==> config.mk <==
export PLATFORM = sky130hd
export DESIGN_NAME = pci_host_decoder
export DESIGN_NICKNAME = d
export VERILOG_FILES = /design/src/rtl/pci_hb_pkg.sv /design/src/rtl/pci_hb_cfg_scan.sv /design/src/rtl/pci_hb_self_hdr.sv /design/src/rtl/pci_hb_irq_route.sv /design/src/rtl/pci_host_decoder.sv
export SDC_FILE = /design/constraint.sdc
export NUM_CORES = 1
export LEC_CHECK = 0
export BUFFER_PORTS_ARGS = -buffer_cell sky130_fd_sc_hd__buf_2
export CORE_ASPECT_RATIO = 1.25
export CORE_MARGIN = 2
export CORE_UTILIZATION = 50
export CTS_CLUSTER_DIAMETER = 40
export DETAILED_ROUTE_END_ITERATION = 16
export HOLD_SLACK_MARGIN = 0.08
export PLACE_DENSITY = 0.89
export SYNTH_ARGS = -nofsm -noshare
export SYNTH_HDL_FRONTEND = slang
export SYNTH_SLANG_ARGS = --single-unit
==> constraint.sdc <==
create_clock -name clk_i -period 3 [get_ports clk_i]
set_clock_uncertainty 0.05 [all_clocks]
set_input_delay 0.15 -clock clk_i [delete_from_list [all_inputs] [get_ports clk_i]]
set_output_delay 0.15 -clock clk_i [all_outputs]
set_load 0.02 [all_outputs]
==> src/rtl/pci_hb_pkg.sv <==
package pci_hb_pkg;
  localparam int DATA_W  = 32;
  localparam int SCAN_LO = 11;

  localparam logic [1:0] SZ_B   = 2'd0;
  localparam logic [1:0] SZ_H   = 2'd1;
  localparam logic [1:0] SZ_W   = 2'd2;
  localparam logic [1:0] SZ_BAD = 2'd3;

  typedef enum logic [1:0] {ST_IDLE, ST_CFG, ST_IACK, ST_RSP} state_e;
  typedef enum logic [1:0] {A_ERR, A_DONE, A_FWD, A_IACK} act_e;

  function automatic logic [DATA_W-1:0] size_mask(input logic [1:0] sz);
    case (sz)
      SZ_B:    size_mask = 32'h0000_00FF;
      SZ_H:    size_mask = 32'h0000_FFFF;
      default: size_mask = 32'hFFFF_FFFF;
    endcase
  endfunction
endpackage

==> src/rtl/pci_hb_cfg_scan.sv <==
module pci_hb_cfg_scan #(
  parameter int LO = 11,
  parameter int N  = 11
) (
  input  logic [LO+N-1:0] offset_i,
  output logic [31:0]     cfg_addr_o
);
  localparam int IW = $clog2(N + 1);

  logic [IW-1:0] idx;

  // lowest set bit wins
  always_comb begin
    idx = IW'(N);
    for (int i = N - 1; i >= 0; i--) begin
      if (offset_i[LO+i]) idx = IW'(i);
    end
  end

  assign cfg_addr_o = 32'(offset_i[LO-1:0]) | (32'(idx) << LO);

  always_comb begin
    if (idx != IW'(N)) begin
      p_scan_lowest_r1: assert (offset_i[LO+int'(idx)] &&
        ((offset_i[LO+:N] & ((N'(1) << idx) - N'(1))) == '0))
        else $error("p_scan_lowest_r1");
    end else begin
      p_scan_none_r1: assert (offset_i[LO+:N] == '0) else $error("p_scan_none_r1");
    end
  end
endmodule

==> src/rtl/pci_hb_self_hdr.sv <==
module pci_hb_self_hdr
  import pci_hb_pkg::*;
#(
  parameter logic [7:0] CLS = 8'h08,
  parameter logic [7:0] LAT = 8'h10,
  parameter logic [7:0] CAP = 8'h00
) (
  input  logic [7:0]        reg_i,
  input  logic [1:0]        size_i,
  output logic [DATA_W-1:0] rdata_o
);
  logic [DATA_W-1:0] dword;

  always_comb begin
    case (reg_i[7:2])
      6'h03:   dword = {16'h0000, LAT, CLS};
      6'h0D:   dword = {24'h000000, CAP};
      default: dword = '0;
    endcase
  end

  assign rdata_o = (dword >> {reg_i[1:0], 3'b000}) & size_mask(size_i);
endmodule

==> src/rtl/pci_hb_irq_route.sv <==
module pci_hb_irq_route #(
  parameter int NUM_SLOTS = 4,
  parameter int PINS      = 4,
  parameter int HOST_IRQS = 4
) (
  input  logic                      clk_i,
  input  logic                      rst_ni,
  input  logic [NUM_SLOTS*PINS-1:0] dev_irq_i,
  output logic [HOST_IRQS-1:0]      host_irq_o
);
  logic [HOST_IRQS-1:0] lvl;

  for (genvar h = 0; h < HOST_IRQS; h++) begin : g_line
    logic any;
    always_comb begin
      any = 1'b0;
      for (int s = 0; s < NUM_SLOTS; s++) begin
        for (int p = 0; p < PINS; p++) begin
          if (((p + s) % 2) == h) any = any | dev_irq_i[s*PINS+p];
        end
      end
    end
    assign lvl[h] = any;
  end

  always_ff @(posedge clk_i or negedge rst_ni) begin
    if (!rst_ni) host_irq_o <= '0;
    else         host_irq_o <= lvl;
  end

  p_quiet_r9: assert property (@(posedge clk_i) disable iff (!rst_ni)
    ($past(dev_irq_i) == '0) |-> (host_irq_o == '0));

  p_cause_r9: assert property (@(posedge clk_i) disable iff (!rst_ni)
    (host_irq_o != '0) |-> ($past(dev_irq_i) != '0));
endmodule

==> src/rtl/pci_host_decoder.sv <==
module pci_host_decoder
  import pci_hb_pkg::*;
#(
  parameter logic [31:0] WIN_BASE  = 32'h8080_0000,
  parameter int          WIN_BITS  = 22,
  parameter logic [31:0] IACK_ADDR = 32'hBFFF_FFF0,
  parameter logic [31:0] IDX_PORT  = 32'h0000_0CF8,
  parameter logic [31:0] DAT_PORT  = 32'h0000_0CFC,
  parameter int          NUM_SLOTS = 4,
  parameter int          PINS      = 4,
  parameter int          HOST_IRQS = 4,
  parameter int          VEC_W     = 8
) (
  input  logic                      clk_i,
  input  logic                      rst_ni,
  input  logic                      req_valid_i,
  output logic                      req_ready_o,
  input  logic                      req_io_i,
  input  logic                      req_we_i,
  input  logic [31:0]               req_addr_i,
  input  logic [1:0]                req_size_i,
  input  logic [DATA_W-1:0]         req_wdata_i,
  output logic                      rsp_valid_o,
  output logic                      rsp_err_o,
  output logic [DATA_W-1:0]         rsp_rdata_o,
  output logic                      cfg_req_o,
  output logic                      cfg_we_o,
  output logic [31:0]               cfg_addr_o,
  output logic [1:0]                cfg_size_o,
  output logic [DATA_W-1:0]         cfg_wdata_o,
  input  logic                      cfg_ack_i,
  input  logic [DATA_W-1:0]         cfg_rdata_i,
  output logic                      iack_req_o,
  input  logic                      iack_ack_i,
  input  logic [VEC_W-1:0]          iack_vec_i,
  input  logic [NUM_SLOTS*PINS-1:0] dev_irq_i,
  output logic [HOST_IRQS-1:0]      host_irq_o
);
  localparam int SCAN_N = WIN_BITS - SCAN_LO;

  state_e            state_q;
  logic [31:0]       index_q;
  logic [31:0]       cfg_addr_q;
  logic              cfg_we_q;
  logic [1:0]        cfg_size_q;
  logic [DATA_W-1:0] cfg_wdata_q;
  logic              rsp_err_q;
  logic [DATA_W-1:0] rsp_rdata_q;

  logic              is_win, is_iack, is_idx, is_dat;
  logic [31:0]       direct_addr, indirect_addr, sel_cfg;
  logic [DATA_W-1:0] hdr_rdata, loc_rdata;
  logic              idx_wr;
  act_e              act;

  assign is_win  = !req_io_i && (req_addr_i[31:WIN_BITS] == WIN_BASE[31:WIN_BITS]);
  assign is_iack = !req_io_i && (req_addr_i == IACK_ADDR);
  assign is_idx  = req_io_i && (req_addr_i == IDX_PORT);
  assign is_dat  = req_io_i && (req_addr_i[31:2] == DAT_PORT[31:2]);

  pci_hb_cfg_scan #(.LO(SCAN_LO), .N(SCAN_N)) u_scan (
    .offset_i   (req_addr_i[WIN_BITS-1:0]),
    .cfg_addr_o (direct_addr)
  );

  assign indirect_addr = {8'h00, index_q[23:2], req_addr_i[1:0]};
  assign sel_cfg       = is_win ? direct_addr : indirect_addr;

  pci_hb_self_hdr u_hdr (
    .reg_i   (sel_cfg[7:0]),
    .size_i  (req_size_i),
    .rdata_o (hdr_rdata)
  );

  always_comb begin
    act       = A_ERR;
    loc_rdata = '0;
    idx_wr    = 1'b0;
    if (req_size_i == SZ_BAD) begin
      act = A_ERR;
    end else if (is_iack) begin
      act = (!req_we_i && req_size_i == SZ_B) ? A_IACK : A_ERR;
    end else if (is_idx) begin
      if (req_size_i == SZ_W) begin
        act = A_DONE;
        if (req_we_i) idx_wr = 1'b1;
        else          loc_rdata = index_q;
      end
    end else if (is_win || is_dat) begin
      if (is_dat && !index_q[31]) begin
        act       = A_DONE;
        loc_rdata = req_we_i ? '0 : '1;
      end else if (sel_cfg[23:8] == '0) begin
        act       = A_DONE;
        loc_rdata = req_we_i ? '0 : hdr_rdata;
      end else begin
        act = A_FWD;
      end
    end
  end

  always_ff @(posedge clk_i or negedge rst_ni) begin
    if (!rst_ni) begin
      state_q     <= ST_IDLE;
      index_q     <= '0;
      cfg_addr_q  <= '0;
      cfg_we_q    <= 1'b0;
      cfg_size_q  <= '0;
      cfg_wdata_q <= '0;
      rsp_err_q   <= 1'b0;
      rsp_rdata_q <= '0;
    end else begin
      case (state_q)
        ST_IDLE: if (req_valid_i) begin
          cfg_addr_q  <= sel_cfg;
          cfg_we_q    <= req_we_i;
          cfg_size_q  <= req_size_i;
          cfg_wdata_q <= req_wdata_i;
          rsp_err_q   <= (act == A_ERR);
          rsp_rdata_q <= loc_rdata;
          if (idx_wr) index_q <= req_wdata_i;
          case (act)
            A_FWD:   state_q <= ST_CFG;
            A_IACK:  state_q <= ST_IACK;
            default: state_q <= ST_RSP;
          endcase
        end
        ST_CFG: if (cfg_ack_i) begin
          rsp_rdata_q <= cfg_we_q ? '0 : cfg_rdata_i;
          state_q     <= ST_RSP;
        end
        ST_IACK: if (iack_ack_i) begin
          rsp_rdata_q <= DATA_W'(iack_vec_i);
          state_q     <= ST_RSP;
        end
        default: state_q <= ST_IDLE;
      endcase
    end
  end

  assign req_ready_o = (state_q == ST_IDLE);
  assign cfg_req_o   = (state_q == ST_CFG);
  assign iack_req_o  = (state_q == ST_IACK);
  assign rsp_valid_o = (state_q == ST_RSP);
  assign rsp_err_o   = rsp_valid_o && rsp_err_q;
  assign rsp_rdata_o = rsp_valid_o ? rsp_rdata_q : '0;
  assign cfg_we_o    = cfg_we_q;
  assign cfg_addr_o  = cfg_addr_q;
  assign cfg_size_o  = cfg_size_q;
  assign cfg_wdata_o = cfg_wdata_q;

  pci_hb_irq_route #(.NUM_SLOTS(NUM_SLOTS), .PINS(PINS), .HOST_IRQS(HOST_IRQS)) u_irq (
    .clk_i      (clk_i),
    .rst_ni     (rst_ni),
    .dev_irq_i  (dev_irq_i),
    .host_irq_o (host_irq_o)
  );

  p_busy_not_ready_r8: assert property (@(posedge clk_i) disable iff (!rst_ni)
    (cfg_req_o || iack_req_o || rsp_valid_o) |-> !req_ready_o);

  p_cfg_hold_r8: assert property (@(posedge clk_i) disable iff (!rst_ni)
    (cfg_req_o && !cfg_ack_i) |=> (cfg_req_o && $stable(cfg_addr_o) && $stable(cfg_wdata_o)));

  p_one_strobe_r8: assert property (@(posedge clk_i) disable iff (!rst_ni)
    $onehot0({cfg_req_o, iack_req_o, rsp_valid_o}));

  p_rsp_pulse_r8: assert property (@(posedge clk_i) disable iff (!rst_ni)
    rsp_valid_o |=> (!rsp_valid_o && req_ready_o));

  p_iack_vec_r6: assert property (@(posedge clk_i) disable iff (!rst_ni)
    (iack_req_o && iack_ack_i) |=> (rsp_valid_o && !rsp_err_o &&
      rsp_rdata_o == DATA_W'($past(iack_vec_i))));

  p_err_direct_r7: assert property (@(posedge clk_i) disable iff (!rst_ni)
    rsp_err_o |-> ($past(req_ready_o) && rsp_rdata_o == '0));
endmodule

==> flow_metrics.tcl <==
set metrics [dict create \
    slowest_delay_ps 690 \
    synthCells 630 \
    synthesis.area_per_instance_um2 10.2 \
    ant_nets 0 \
    area_delta_synth_final_pct 43.3 \
    yosys_register_bits 128 \
    die_h_um 130 \
    dp.cells 994 \
    cts-root-buf "clkbuf_16" \
    maxSlewHeadroom_pct 47.1 \
    fin_hold_ws_ps 80.6 \
    path_clk_slew_ps 60 \
    cts_made_buffers 17 \
    worst_pin_slew_ps 789 \
    cts_tree "yes" \
    fin_nets 1065 \
    cts-resized-gates 0 \
    grt_pass1_wl_um 32500 \
    p_per_area_mw_per_mm2 842 \
    drcViolationCount 0 \
    period_share_pct 91.0 \
    setup_viol 0 \
    placedInstanceArea_mm2 0.00764 \
    place.gp.congestion 0.908 \
    fin_crit_ps 2730 \
    slowest_stage "nor3b_2" \
    ys_types 56 \
    drv_cap 0 \
    hp-class "input pin to flop" \
    fin_tns_setup_ps 0 \
    post_cts_buffers 0 \
    drive_gt1_share_pct 36.4 \
    slew_violations 0 \
    critPathKind "flop to flop" \
    outcome "finished, final reports clean" \
    grt_usage_pct 30.7 \
    ir_drop_mv 0.625 \
    io_pins 237 \
    max_freq_mhz 366 \
    synth-xor-area-share_pct 0 \
    synthTopCellsByArea "dfrtp_1 (50%), mux2_2 (11%), nand2_1 (4.2%)" \
    core_area_mm2 0.0126 \
    ys_warn_count 0 \
    grt_pass1_vias 6278 \
    grt_overflow 0 \
    vias 6468 \
    fillers 838 \
    clk_latency_ps 420 \
    routed_via_density 5.81 \
    finalNonFillerCells 1114 \
    cts_hold_buf 87 \
    synth_top_area_share_pct 50.1 \
    power.leakage_nw 4.55 \
    muxShareOfSynthArea_pct 13.4 \
    grt_max_degree 68 \
    crit_buf_inv 2 \
    rows 46 \
    crit_arrival_ps 3020 \
    setup.worst_path.end_class "flop" \
    critPathTopFamily "buffers and inverters" \
    port_buffers 226 \
    synth-compound-area-share_pct 11.6 \
    synth_ff_type "dfrtp_1" \
    yosysMostFrequentCell "dfrtp_1" \
    syn_area_mm2 0.00640 \
    wire_per_inst_um 19.2 \
    synth_top_family_by_area "simple AND/OR/NAND/NOR gates" \
    dr.pass1.iters 6 \
    critPathLaunchType "flop" \
    ys_top_cells_by_count "dfrtp_1 (128), nand2_1 (71), mux2_2 (60), o21ai_0 (53), nor2_1 (40)" \
    postSynth.asyncResetShare_pct 100 \
    synth_edf_count 0 \
    report.final.hold_viol_count 0 \
    dieArea_mm2 0.0137 \
    ys_seq_area_share_pct 50.1 \
    drt-total-wl_um 21400 \
    fin_area_mm2 0.00917 \
    worstPathMaxFanout 13 \
    rsz0062_at_grt "no" \
    dp_hpwl_um 13200 \
    drt_iter0_drc 590 \
    path_cells "inv_1 -> ha_1 -> nor3b_2 -> a22oi_1 -> dlygate4sd3_1 -> a31oi_1" \
    die_x_um 105 \
    antenna_found_initial 1 \
    htreeDepth 4 \
    yosys.area.top_type "dfrtp_1" \
    finalPower_mw 7.72 \
    critPathRequiredTime_ps 3290 \
    cts_buffer_depth 2 \
    synthAdderAreaFrac_pct 0.782 \
    start_util_pct 50.8 \
    cts_sinks 128 \
    synth-simple-area-share_pct 19.4 \
]
==> registers in the layout, indices dropped and copies added, names as in the netlist <==
register / count
cfg_wdata_o: 32
index_q: 32
rsp_rdata_q: 32
cfg_addr_o: 24
cfg_size_o: 2
state_q: 2
u_irq.host_irq_o: 2
cfg_we_o: 1
rsp_err_q: 1
==> final timing paths <==
| check | from | to | slack (ps) | cells after the start |
|---|---|---|---|---|
| worst max-delay path | state_q[0]$_DFFE_PN0P_ | rsp_rdata_q[2]$_DFFE_PN0P_ | 270 | 6 |
| worst min-delay path | req_addr_i[9] | cfg_addr_o[9]$_DFFE_PN0P_ | 80 | 3 |
| worst max register to register | state_q[0]$_DFFE_PN0P_ | rsp_rdata_q[2]$_DFFE_PN0P_ | 270 | 6 |
| worst min register to register | cfg_addr_o[22]$_DFFE_PN0P_ | cfg_addr_o[22]$_DFFE_PN0P_ | 420 | 2 |
| max in group asynchronous | rst_ni | rsp_rdata_q[13]$_DFFE_PN0P_ | 1790 | 3 |
| min in group asynchronous | rst_ni | cfg_wdata_o[2]$_DFFE_PN0P_ | 240 | 2 |
==> tightest hold or removal path, delay by kind of cell <==
kind | cells | cell delay, ps
multiplexers | 1 | 130
AO/OA/AOI/OAI | 1 | 80
buffers and inverters | 1 | 140
==> cells in the final DEF (no fill, tap or decap), types with 2 or more instances in the layout <==
master         count
buf_2            225
dfrtp_1          128
dlygate4sd3_1     87
nand2_1           70
mux2_2            60
o21ai_0           53
nor2_1            39
and2_1            35
and3_1            31
a31oi_1           29
clkbuf_16         17
nor4_1            15
buf_4             13
a21oi_1           12
conb_1            10
nand4_1            9
mux2i_1            9
a22oi_1            9
inv_1              8
mux2_1             8
nor3_1             7
bufinv_16          5
nor4b_1            4
ha_1               4
clkinvlp_4         4
o31ai_1            3
inv_6              3
clkinv_4           3
or4_4              2
or4_1              2
nand3b_1           2
a211oi_1           2
nor2b_1            2
o21bai_1           2
o221ai_1           2
nand3_1            2
o21ai_1            2
a21boi_0           2
==> stage by stage <==
step	util, %	setup slack [ps]
detailed placement	60.6	377
global placement	60.6	430
global route	72.8	117
finish	72.8	270
CTS	72.7	378
floorplan	-	644
==> routing by layer <==
metal / global-route usage (%) / wire [µm]
met1: 36.2 / 7950
met2: 52.3 / 10800
met3: 6.50 / 1470
met4: 18.2 / 1130
met5: 0 / 0
==> cells by family (layout without fill, tap and decap cells) <==
kind of cell               after synthesis  count (layout)
and+or+nand+nor                        235             235
DFF                                    128             128
AOI/OAI and AO/OA                      124             124
muxes                                   77              77
buffers and inverters                   61             367
adders and majority gates                4               4
other                                    1              11
==> area by class of cell <==
| cell class | instances | area (µm²) | share of cell area, % |
|---|---|---|---|
| sequential | 128 | 3200 | 34.9 |
| multi-input combinational | 450 | 2940 | 32.1 |
| timing repair buffer | 327 | 2130 | 23.2 |
| clock buffer | 17 | 425 | 4.64 |
| clock inverter | 15 | 233 | 2.54 |
| tap | 168 | 210 | 2.29 |
| inverter | 8 | 30.0 | 0.327 |
| antenna | 1 | 2.50 | 0.0273 |
==> where the power goes <==
part	switching (mW)	internal, mW	leakage, nW
Combinational	1.73	1.16	2.60
Sequential	0.275	2.24	1.64
Clock	0.837	1.49	0.307
Power figures use the tool's default switching activity.
